==> config.mk <==
export PLATFORM = sky130hd
export DESIGN_NAME = tx_desc_status
export DESIGN_NICKNAME = d
export VERILOG_FILES = /design/src/rtl/tsd_pkg.sv /design/src/rtl/tsd_slot.sv /design/src/rtl/tsd_early_start.sv /design/src/rtl/tsd_heartbeat.sv /design/src/rtl/tx_desc_status.sv
export SDC_FILE = /design/constraint.sdc
export NUM_CORES = 1
export LEC_CHECK = 0
export CAP_MARGIN = 0
export CORE_AREA = 5 5 87 170
export DETAILED_ROUTE_END_ITERATION = 7
export DIE_AREA = 0 0 92 175
export HOLD_SLACK_MARGIN = 0.12
export PLACE_DENSITY = 0.9
export SYNTH_ARGS = -nofsm -noshare
export SYNTH_HDL_FRONTEND = slang
export SYNTH_SLANG_ARGS = --single-unit
==> constraint.sdc <==
create_clock -name clk -period 10.65 [get_ports clk]
set_clock_uncertainty 0.2 [all_clocks]
set_input_delay 2.13 -clock clk [delete_from_list [all_inputs] [get_ports clk]]
set_output_delay 2.13 -clock clk [all_outputs]
set_load 0.05 [all_outputs]
==> src/rtl/tsd_pkg.sv <==
package tsd_pkg;

  // Bit positions the neighbouring software and MAC decode
  localparam int TSD_CNT_W   = 13;
  localparam int TSD_THR_LSB = 16;
  localparam int TSD_THR_W   = 6;
  localparam int TSD_NCC_W   = 4;

  typedef enum logic [0:0] {
    ES_IDLE = 1'b0,
    ES_SEND = 1'b1
  } es_state_e;

  // Outcome flags reported by the MAC for one frame
  typedef struct packed {
    logic crs_lost;
    logic aborted;
    logic late_col;
    logic tx_ok;
    logic underrun;
  } tsd_result_t;

  // Threshold code to byte count: 0 -> 8 bytes, N -> N*32 bytes
  function automatic logic [11:0] thr_bytes(input logic [TSD_THR_W-1:0] code);
    if (code == '0) thr_bytes = 12'd8;
    else            thr_bytes = {1'b0, code, 5'b00000};
  endfunction

endpackage

==> src/rtl/tsd_slot.sv <==
module tsd_slot
  import tsd_pkg::*;
#(
  parameter int COLIN_W = 5
) (
  input  logic                  clk,
  input  logic                  rst_n,
  input  logic                  sw_rst,
  input  logic                  wr_hit,
  input  logic                  wr_part,
  input  logic [31:0]           wr_data,
  input  logic                  take_hit,
  input  logic                  done_hit,
  input  tsd_result_t           done_res,
  input  logic [COLIN_W-1:0]    col_in,
  input  logic                  dma_hit,
  input  logic                  hb_hit,
  input  logic                  hb_missing,
  output logic                  pending,
  output logic [TSD_THR_W-1:0]  thr_code,
  output logic [31:0]           rd_word
);

  logic [TSD_CNT_W-1:0] cnt_q, cnt_d;
  logic [TSD_THR_W-1:0] thr_q, thr_d;
  logic [TSD_NCC_W-1:0] ncc_q, ncc_d;
  logic                 own_q, own_d;
  logic                 cdh_q, cdh_d;
  logic                 pend_q, pend_d;
  tsd_result_t          res_q, res_d;
  logic [TSD_NCC_W-1:0] ncc_sat;

  assign ncc_sat = (col_in > COLIN_W'(15)) ? 4'hF : col_in[TSD_NCC_W-1:0];

  always_comb begin
    cnt_d  = cnt_q;
    thr_d  = thr_q;
    ncc_d  = ncc_q;
    own_d  = own_q;
    cdh_d  = cdh_q;
    pend_d = pend_q;
    res_d  = res_q;
    if (dma_hit)  own_d  = 1'b1;
    if (take_hit) pend_d = 1'b0;
    if (done_hit) begin
      res_d = done_res;
      ncc_d = ncc_sat;
    end
    if (hb_hit) cdh_d = hb_missing;
    if (wr_hit) begin
      cnt_d  = wr_data[TSD_CNT_W-1:0];
      thr_d  = wr_data[TSD_THR_LSB +: TSD_THR_W];
      ncc_d  = '0;
      own_d  = 1'b0;
      cdh_d  = 1'b0;
      res_d  = '0;
      pend_d = 1'b1;
    end
    if (sw_rst) begin
      cnt_d  = '0;
      thr_d  = '0;
      ncc_d  = '0;
      cdh_d  = 1'b0;
      res_d  = '0;
      pend_d = 1'b0;
    end
  end

  always_ff @(posedge clk or negedge rst_n) begin
    if (!rst_n) begin
      cnt_q  <= '0;
      thr_q  <= '0;
      ncc_q  <= '0;
      own_q  <= 1'b0;
      cdh_q  <= 1'b0;
      pend_q <= 1'b0;
      res_q  <= '0;
    end else begin
      cnt_q  <= cnt_d;
      thr_q  <= thr_d;
      ncc_q  <= ncc_d;
      own_q  <= own_d;
      cdh_q  <= cdh_d;
      pend_q <= pend_d;
      res_q  <= res_d;
    end
  end

  assign pending  = pend_q;
  assign thr_code = thr_q;
  assign rd_word  = {res_q.crs_lost, res_q.aborted, res_q.late_col, cdh_q, ncc_q,
                     2'b00, thr_q, res_q.tx_ok, res_q.underrun, own_q, cnt_q};

  // a narrow write leaves the word untouched
  assert_partial_ignored_R1: assert property (@(posedge clk) disable iff (!rst_n)
    (wr_part && !wr_hit && !done_hit && !dma_hit && !hb_hit && !sw_rst && !take_hit)
      |=> $stable(rd_word));

  // a full write clears results and ownership
  assert_write_clears_R2: assert property (@(posedge clk) disable iff (!rst_n)
    (wr_hit && !sw_rst) |=> (rd_word[31:24] == 8'h00 && rd_word[15:13] == 3'b000));

  // collision count saturates
  assert_ncc_saturates_R8: assert property (@(posedge clk) disable iff (!rst_n)
    (done_hit && !wr_hit && !sw_rst && col_in > COLIN_W'(15)) |=> rd_word[27:24] == 4'hF);

  // software reset keeps ownership
  assert_swrst_keeps_own_R11: assert property (@(posedge clk) disable iff (!rst_n)
    (sw_rst && !wr_hit && !dma_hit) |=> (rd_word[13] == $past(rd_word[13]) &&
                                         rd_word[31:14] == 18'h0 && rd_word[12:0] == 13'h0));

endmodule

==> src/rtl/tsd_early_start.sv <==
module tsd_early_start
  import tsd_pkg::*;
#(
  parameter int NUM_DESC = 4,
  parameter int LVL_W    = 12,
  localparam int IDX_W   = (NUM_DESC > 1) ? $clog2(NUM_DESC) : 1
) (
  input  logic                                clk,
  input  logic                                rst_n,
  input  logic                                sw_rst,
  input  logic [NUM_DESC-1:0]                 pending,
  input  logic [NUM_DESC-1:0][TSD_THR_W-1:0]  thr_codes,
  input  logic [LVL_W-1:0]                    fifo_level,
  input  logic                                fifo_eop,
  input  logic                                tx_done,
  output logic                                start_req,
  output logic [IDX_W-1:0]                    start_idx,
  output logic [NUM_DESC-1:0]                 take,
  output logic [NUM_DESC-1:0]                 done_vec,
  output logic [IDX_W-1:0]                    cur_idx,
  output logic                                done_any
);

  es_state_e        state_q, state_d;
  logic [IDX_W-1:0] cur_q, cur_d;
  logic [IDX_W-1:0] idx_q, idx_d;
  logic             start_q, start_d;
  logic [LVL_W-1:0] need;
  logic             fill_ok;
  logic             go;
  logic             fin;

  assign need    = LVL_W'(thr_bytes(thr_codes[cur_q]));
  assign fill_ok = fifo_eop || (fifo_level >= need);
  assign go      = (state_q == ES_IDLE) && pending[cur_q] && fill_ok && !sw_rst;
  assign fin     = (state_q == ES_SEND) && tx_done && !sw_rst;

  always_comb begin
    state_d = state_q;
    cur_d   = cur_q;
    idx_d   = idx_q;
    start_d = 1'b0;
    if (sw_rst) begin
      state_d = ES_IDLE;
      cur_d   = '0;
    end else if (go) begin
      state_d = ES_SEND;
      start_d = 1'b1;
      idx_d   = cur_q;
    end else if (fin) begin
      state_d = ES_IDLE;
      if (cur_q == IDX_W'(NUM_DESC-1)) cur_d = '0;
      else                             cur_d = cur_q + 1'b1;
    end
  end

  always_ff @(posedge clk or negedge rst_n) begin
    if (!rst_n) begin
      state_q <= ES_IDLE;
      cur_q   <= '0;
      idx_q   <= '0;
      start_q <= 1'b0;
    end else begin
      state_q <= state_d;
      cur_q   <= cur_d;
      idx_q   <= idx_d;
      start_q <= start_d;
    end
  end

  for (genvar g = 0; g < NUM_DESC; g++) begin : g_sel
    assign take[g]     = go  && (cur_q == IDX_W'(g));
    assign done_vec[g] = fin && (cur_q == IDX_W'(g));
  end

  assign start_req = start_q;
  assign start_idx = idx_q;
  assign cur_idx   = cur_q;
  assign done_any  = fin;

  // the start request is a single-cycle pulse
  assert_start_pulse_R3: assert property (@(posedge clk) disable iff (!rst_n)
    start_req |=> !start_req);

  // nothing starts while a frame is in flight
  assert_no_start_busy_R5: assert property (@(posedge clk) disable iff (!rst_n)
    (state_q == ES_SEND) |=> !start_req);

  // a start always names the descriptor then at the ring pointer
  assert_start_in_order_R5: assert property (@(posedge clk) disable iff (!rst_n)
    start_req |-> (start_idx == cur_q));

endmodule

==> src/rtl/tsd_heartbeat.sv <==
module tsd_heartbeat #(
  parameter int WIN_CYCLES = 1600,
  parameter int IDX_W      = 2,
  localparam int CNT_W     = (WIN_CYCLES > 1) ? $clog2(WIN_CYCLES) : 1
) (
  input  logic             clk,
  input  logic             rst_n,
  input  logic             sw_rst,
  input  logic             open_win,
  input  logic [IDX_W-1:0] open_idx,
  input  logic             col_det,
  input  logic             speed_100,
  output logic             hb_fire,
  output logic [IDX_W-1:0] hb_idx,
  output logic             hb_missing
);

  logic             act_q, act_d;
  logic             seen_q, seen_d;
  logic [CNT_W-1:0] cnt_q, cnt_d;
  logic [IDX_W-1:0] idx_q, idx_d;
  logic             last;

  assign last = act_q && (cnt_q == CNT_W'(WIN_CYCLES-1));

  always_comb begin
    act_d  = act_q;
    seen_d = seen_q;
    cnt_d  = cnt_q;
    idx_d  = idx_q;
    if (sw_rst) begin
      act_d  = 1'b0;
      seen_d = 1'b0;
      cnt_d  = '0;
    end else if (open_win) begin
      act_d  = 1'b1;
      seen_d = 1'b0;
      cnt_d  = '0;
      idx_d  = open_idx;
    end else if (act_q) begin
      seen_d = seen_q | col_det;
      if (last) act_d = 1'b0;
      else      cnt_d = cnt_q + 1'b1;
    end
  end

  always_ff @(posedge clk or negedge rst_n) begin
    if (!rst_n) begin
      act_q  <= 1'b0;
      seen_q <= 1'b0;
      cnt_q  <= '0;
      idx_q  <= '0;
    end else begin
      act_q  <= act_d;
      seen_q <= seen_d;
      cnt_q  <= cnt_d;
      idx_q  <= idx_d;
    end
  end

  assign hb_fire    = last && !sw_rst && !open_win;
  assign hb_idx     = idx_q;
  assign hb_missing = !(seen_q || col_det) && !speed_100;

  // the window counter stays inside the window
  assert_window_bound_R9: assert property (@(posedge clk) disable iff (!rst_n)
    act_q |-> (cnt_q <= CNT_W'(WIN_CYCLES-1)));

  // every window starts counting from zero
  assert_window_origin_R9: assert property (@(posedge clk) disable iff (!rst_n)
    $rose(act_q) |-> (cnt_q == '0));

endmodule

==> src/rtl/tx_desc_status.sv <==
module tx_desc_status
  import tsd_pkg::*;
#(
  parameter int NUM_DESC = 4,
  parameter int CLK_HZ   = 250_000_000,
  parameter int LVL_W    = 12,
  parameter int COLIN_W  = 5
) (
  input  logic                         clk,
  input  logic                         rst_n,
  input  logic                         sw_rst,
  input  logic                         wr_en,
  input  logic [$clog2(NUM_DESC)-1:0]  wr_sel,
  input  logic [3:0]                   wr_be,
  input  logic [31:0]                  wr_data,
  input  logic [$clog2(NUM_DESC)-1:0]  rd_sel,
  output logic [31:0]                  rd_data,
  input  logic [LVL_W-1:0]             fifo_level,
  input  logic                         fifo_eop,
  output logic                         start_req,
  output logic [$clog2(NUM_DESC)-1:0]  start_idx,
  input  logic                         dma_done,
  input  logic [$clog2(NUM_DESC)-1:0]  dma_idx,
  input  logic                         tx_done,
  input  logic                         tx_ok,
  input  logic                         tx_underrun,
  input  logic                         tx_abort,
  input  logic                         tx_crs_lost,
  input  logic                         tx_late_col,
  input  logic [COLIN_W-1:0]           tx_col_count,
  input  logic                         col_det,
  input  logic                         speed_100
);

  localparam int    IDX_W  = $clog2(NUM_DESC);
  localparam longint HB_L  = (longint'(CLK_HZ) * 64) / 10_000_000;
  localparam int    HB_CYC = (HB_L < 1) ? 1 : int'(HB_L);

  // Reset: asynchronous assertion, synchronous release
  logic [1:0] rst_sync_q;
  logic       rst_core_n;

  always_ff @(posedge clk or negedge rst_n) begin
    if (!rst_n) rst_sync_q <= 2'b00;
    else        rst_sync_q <= {rst_sync_q[0], 1'b1};
  end
  assign rst_core_n = rst_sync_q[1];

  logic                                wr_full;
  logic                                wr_part;
  logic [NUM_DESC-1:0]                 pend_vec;
  logic [NUM_DESC-1:0][TSD_THR_W-1:0]  thr_vec;
  logic [NUM_DESC-1:0]                 take_vec;
  logic [NUM_DESC-1:0]                 done_vec;
  logic [IDX_W-1:0]                    cur_idx;
  logic                                done_any;
  logic                                hb_fire;
  logic [IDX_W-1:0]                    hb_idx;
  logic                                hb_missing;
  logic [31:0]                         slot_word [NUM_DESC];
  tsd_result_t                         res_in;

  assign wr_full = wr_en && (wr_be == 4'hF);
  assign wr_part = wr_en && (wr_be != 4'hF);

  assign res_in.crs_lost = tx_crs_lost;
  assign res_in.aborted  = tx_abort;
  assign res_in.late_col = tx_late_col;
  assign res_in.tx_ok    = tx_ok;
  assign res_in.underrun = tx_underrun;

  tsd_early_start #(
    .NUM_DESC (NUM_DESC),
    .LVL_W    (LVL_W)
  ) u_start (
    .clk        (clk),
    .rst_n      (rst_core_n),
    .sw_rst     (sw_rst),
    .pending    (pend_vec),
    .thr_codes  (thr_vec),
    .fifo_level (fifo_level),
    .fifo_eop   (fifo_eop),
    .tx_done    (tx_done),
    .start_req  (start_req),
    .start_idx  (start_idx),
    .take       (take_vec),
    .done_vec   (done_vec),
    .cur_idx    (cur_idx),
    .done_any   (done_any)
  );

  tsd_heartbeat #(
    .WIN_CYCLES (HB_CYC),
    .IDX_W      (IDX_W)
  ) u_hb (
    .clk        (clk),
    .rst_n      (rst_core_n),
    .sw_rst     (sw_rst),
    .open_win   (done_any),
    .open_idx   (cur_idx),
    .col_det    (col_det),
    .speed_100  (speed_100),
    .hb_fire    (hb_fire),
    .hb_idx     (hb_idx),
    .hb_missing (hb_missing)
  );

  for (genvar g = 0; g < NUM_DESC; g++) begin : g_slot
    logic sel_wr;
    assign sel_wr = (wr_sel == IDX_W'(g));

    tsd_slot #(
      .COLIN_W (COLIN_W)
    ) u_slot (
      .clk        (clk),
      .rst_n      (rst_core_n),
      .sw_rst     (sw_rst),
      .wr_hit     (wr_full && sel_wr),
      .wr_part    (wr_part && sel_wr),
      .wr_data    (wr_data),
      .take_hit   (take_vec[g]),
      .done_hit   (done_vec[g]),
      .done_res   (res_in),
      .col_in     (tx_col_count),
      .dma_hit    (dma_done && (dma_idx == IDX_W'(g))),
      .hb_hit     (hb_fire && (hb_idx == IDX_W'(g))),
      .hb_missing (hb_missing),
      .pending    (pend_vec[g]),
      .thr_code   (thr_vec[g]),
      .rd_word    (slot_word[g])
    );
  end

  assign rd_data = slot_word[rd_sel];

  // a window that closes in 100 Mbps mode leaves the heartbeat bit clear
  assert_fast_mode_clear_R10: assert property (@(posedge clk) disable iff (!rst_core_n)
    (hb_fire && speed_100 && !sw_rst && !(wr_full && wr_sel == hb_idx))
      |=> (slot_word[$past(hb_idx)][28] == 1'b0));

endmodule

* Word level (Yosys, flattened, before mapping)
Index checks and enable logic that the tools add are counted.
Operators by class: $add $sub $neg 2, magnitude comparators 4, equal/unequal tests 16, mux-type cells 101, bitwise operators 4, reductions and logical operators 68
Operator list (number):
- two-way mux 13 bit | 8
- binary-select mux 32 bit (select 2 bit) | 1
- two-way mux 32 bit | 2
- two-way mux 5 bit | 12
- two-way mux 11 bit | 5
- two-way mux 6 bit | 9
- two-way mux 4 bit | 13
- two-way mux 1 bit | 45
- nonzero test 3 bit | 14
- logical AND 1 bit | 30
- nonzero test 2 bit | 9
- equality test 2 bit (second input constant) | 8
- binary-select mux 6 bit (select 2 bit) | 1
- greater-or-equal comparator 12 x 11 -> 1 bit | 1
- adder 11 x 1 -> 11 bit (second input constant) | 1
- equality test 11 bit (second input constant) | 1
- equality test 2 x 1 -> 1 bit (second input constant) | 4
- logical NOT 2 bit | 4
- two-way mux 2 bit | 4
- AND reduction 2 bit | 4
- logical NOT 6 bit | 1
- greater-than comparator 5 x 4 -> 1 bit (second input constant) | 1
- equality test 4 bit (second input constant) | 1
- logical NOT 1 bit | 4
- 10 further kinds | 12
Storage, ports and cells: register bits after elaboration 147, output and inout port bits 35, word-level logic and storage cells 248

* Depth between registers and ports, before layout
word-level depth 12, gate-level depth with buffers 12

* By module
From an unflattened synthesis, not the netlist that was laid out.
Second synthesis, totals: cells, all modules 679, area, all modules 7916.3 µm²
By module, submodules not included:
- tsd_slot | instances 4, cells each 117, area each 1353.8 µm²
- tx_desc_status | instances 1, cells each 62, area each 1018.5 µm²
- tsd_heartbeat | instances 1, cells each 77, area each 744.5 µm²
- tsd_early_start | instances 1, cells each 72, area each 738.2 µm²

* Worst setup path before layout
OpenSTA, ideal clock, no wires.
path type input -> output, start input rd_sel[0], end output rd_data[0], arrival 3.379 ns, path slack 4.941 ns, stages on the path 2, cell sequence buf_1 mux4_2
Between the ends: longest elaborated chain between the ends 4
Ends and longest elaborated chain:
- from (decl) | RTL line tx_desc_status.sv:16 | input logic [$clog2(NUM_DESC)-1:0] rd_sel,
- NOT 2 -> 3 bit (implied by the code) | RTL line tx_desc_status.sv:134 | assign rd_data = slot_word[rd_sel];
- binary-select mux 32 bit (select 2 bit) | RTL line tx_desc_status.sv:134
- two-way mux 32 bit (implied by the code) (2 in series) | RTL line tx_desc_status.sv:134
- to (decl) | RTL line tx_desc_status.sv:17 | output logic [31:0] rd_data,
Every way passes these cells. The select of a mux whose other input is x is not followed.

* Final worst setup path
start input rd_sel[1], end output rd_data[18]
The elaborated chain is that of the path after synthesis.

==> results.md <==
| Metric | Value | Unit |
|---|---|---|
| Reg-to-reg slack, setup | 6.66 | ns |
| Mapped Avg Cell Area | 9.956 | sq um |
| Number of gates given a new drive strength after cts | 0 | - |
| Placement Rows | 60 | - |
| Post-synth cell types | 45 | - |
| Cell taking the most area after synthesis | dfrtp_1 | - |
| Worst Hold Path Cells | 0 | - |
| Worst slack after detailed placement | 4.159 | ns |
| Routed via count | 5852 | - |
| Areal power density over the cells | 137.3 | nW/um^2 |
| Maximum number of pins on one net before global-route repair | 93 | - |
| Post-synth EDFFs | 0 | - |
| Internal power of the cells | 0.9230 | mW |
| Height of the die | 175 | um |
| TritonCTS clock tree | yes | - |
| Inserted Clock Buffers | 17 | - |
| Metal1 wirelength | 6.523 | mm |
| Quantity of I/O buffers inserted on ports | 92 | - |
| Highest-count cells in the layout ignoring fill and taps | nand2_1, dfrtp_1, a21oi_1, clkdlybuf4s50_1, nor2_1 | - |
| 1st-iter DRT viols | 427 | - |
| Combinational share of power | 6.7 | % |
| Final Worst Setup Slack | 4.164 | ns |
| Post-CTS Setup Repair Bufs | 0 | - |
| Number of clock sinks | 147 | - |
| WP data arrival | 4.16 | ns |
| Worst Tran Pin Value | 0.9357 | ns |
| Clock latency on the worst-skew pair | 0.42 | ns |
| Sequential fraction of design power | 46.8 | % |
| Io pins | 108 | - |
| Total cell area at the placement stage | 8197 | sq um |
| Maximum operating frequency | 154.2 | MHz |
| Number of hold violations in the final report | 0 | - |
| Outcome | finished clean | - |
| End of the worst register-to-register path | u_start.start_idx[1] | - |
| Count of inserted antenna diode cells | 0 | - |
| Final ANT Viol Nets | 0 | - |
| # fillers | 984 | - |
| Area occupied by registers | 3682 | sq um |
| Met2 Wirelength | 10.23 | mm |
| Overall fraction of global-route tracks in use | 24.27 | % |
| Area growth from synthesis to layout | 22.52 | % |
| Initial antenna violation count | 0 | - |
| Count of mapped cells out of synthesis | 720 | - |
| Post-layout instance area | 8782 | sq um |
| Worst-case hold path end point | rst_sync_q[1] | - |
| Maximum fanout along the worst path | 30 | - |
| Cells on worst reg2reg path | 10 | - |
| Count of pins over their slew limit | 0 | - |
| RSZ-0062 raised after global routing | no | - |
| Worst Setup Path Type | in2out | - |
| Net load switching power | 0.2828 | mW |
| DRT Pass-1 Iters | 5 | - |
| Synth Warn # | 0 | - |
| Accumulated negative setup slack | 0 | ns |
| Endpoint kind of the worst setup timing path | output port | - |
| Area of the mapped netlist | 7168 | sq um |
| Most area-consuming cells after synthesis | dfrtp_1, mux4_2, nand2_1 | - |
| Die span in x | 92 | um |
| Required time of the critical path | 8.32 | ns |
| Sequential fraction of the synthesis area | 51.32 | % |
| Hold path startpoint | rst_sync_q[0] | - |
| Layout cell share with drive strength beyond 1 | 11.81 | % |
| Hold buffer count at cts | 2 | - |
| Min-delay worst type | reg2reg | - |
| Overflow after GRT | 0 | - |
| Root buf cell | clkbuf_16 | - |
| Clock input transition at the sequential cells of the worst setup and hold paths | 0.06 | ns |
| Largest voltage drop on the vdd net | 0.0001449 | V |
| Most common flop cell mapped by yosys | dfrtp_1 | - |
| NumNets Final | 885 | - |
| Net Sw Frac | 23.45 | % |
| Detailed-placement wirelength estimate | 12.51 | mm |
| Top-area cell type share of the netlist area | 51.32 | % |
| Multi-input gate area | 3248 | sq um |
| Length of routed met3 wiring | 1.252 | mm |
| Maximum buffer depth of the clock tree | 2 | - |
| Routed WL per cell | 19.41 | um |
| Die outline area | 16100 | sq um |
| R2R Path Start | u_start.cur_idx[0] | - |
| Area of the core region | 13360 | sq um |
| Number of H-tree levels | 4 | - |
| Nature of the critical path startpoint | primary input | - |
| Leakage | 3.544 | nW |
| Initial core utilization | 53.64 | % |
| Yosys reg bits | 147 | - |
| Routability-driven placement congestion ratio | 0.8775 | - |
| Final standard cell utilization of the core | 65.72 | % |
| Residual DRC count | 0 | - |
| Post-route fraction of the period consumed by the critical path | 60.90 | % |
| Most frequent standard cell in the layout excluding fill and tap cells | nand2_1 | - |
| Fraction of registers with async set or reset after synthesis | 100.0 | % |
| Final Setup Violations | 0 | - |
| Mean number of vias per cell | 6.045 | - |
| MaxCap Viol Count | 0 | - |
| Rel. slew slack | 37.62 | % |
| Period minus WS final | 6.486 | ns |
| Clock power share | 46.5 | % |
| Wire length of the first global-routing pass | 30.58 | mm |
| Detailed-route wire length | 18.79 | mm |
| Number of global-route vias before repair | 6137 | - |
| Highest signal layer in the routed design | met4 | - |
sequential cells by signal, indices dropped and copies added (netlist names), 2 cells and up:
name	cells
rst_sync_q	2
g_slot.u_slot.pending	4
g_slot.u_slot.own_q	4
g_slot.u_slot.ncc_q	16
g_slot.u_slot.rd_word	20
g_slot.u_slot.thr_code	24
g_slot.u_slot.cnt_q	52
g_slot.u_slot.cdh_q	4
u_start.cur_idx	2
u_hb.hb_idx	2
u_start.start_idx	2
u_hb.cnt_q	11
synthesized netlist by cell type (6+ instances only):
cell type,number
nor3_1,8
nor2_1,46
nand2_1,207
a211oi_1,17
a21oi_1,106
dfrtp_1,147
inv_1,17
buf_1,8
ha_1,12
mux4_2,37
nand3_1,6
clkbuf_1,36
cell type report:
type                            instances  share of cell area (%)
Multi-Input combinational cell        510                   36.99
Clock inverter                         11                   1.197
Tap cell                              155                   2.208
Inverter                               17                  0.7266
Timing Repair Buffer                  107                   11.83
Sequential cell                       147                   41.93
Clock buffer                           21                   5.129
per-layer routing:
metal,vias to the layer above,track usage [%]
met5,-,0
met4,0,13.77
met3,61,4.352
met2,302,42.34
met1,2839,27.65
li1,2650,-
power groups by stage:
stage	logic (mW)	clock network (mW)	registers, mW
floorplan	0.0319	0	0.581
global placement	0.0766	0	0.576
detailed placement	0.0774	0	0.576
CTS	0.0815	0.566	0.564
global route	0.0883	0.592	0.564
finish	0.0813	0.561	0.564
cells by family (layout without fill, tap and decap cells):
kind of cell    after synthesis  count (layout)  synth area share [%]
other cells                   2               3                0.1048
mux                          44              44                 12.76
fa+ha+maj                    12              12                 2.095
simple gates                297             297                 17.35
flops                       147             147                 51.32
xor+xnor                      9               9                 1.100
buf+inv                      64             156                 3.561
compound gates              145             145                 11.71
worst max-delay path: stages:
cell	delay [ns]
clkdlybuf4s50_1	0.45
buf_4	0.42
mux4_2	0.43
clkdlybuf4s50_1	0.72
through the flow:
stage	hold WS [ns]	power, mW	std cells
global placement	0.08508	0.6525	934
floorplan	0.1312	0.6127	721
detailed placement	0.08694	0.6535	934
CTS	0.1537	1.211	968
global route	0.1841	1.244	968
finish	0.1744	1.206	968
worst max path at each step:
stage                     startpoint           to  slack, ns  depth (start not counted)
after floorplan            rd_sel[0]   rd_data[0]       4.94                          2
after global placement     rd_sel[1]  rd_data[18]       4.15                          4
after detailed placement   rd_sel[1]  rd_data[18]       4.16                          4
after CTS                  rd_sel[1]  rd_data[18]       4.16                          4
after global routing       rd_sel[1]  rd_data[21]       4.12                          4
final                      rd_sel[1]  rd_data[18]       4.16                          4
(Power assumes the default switching activity.)
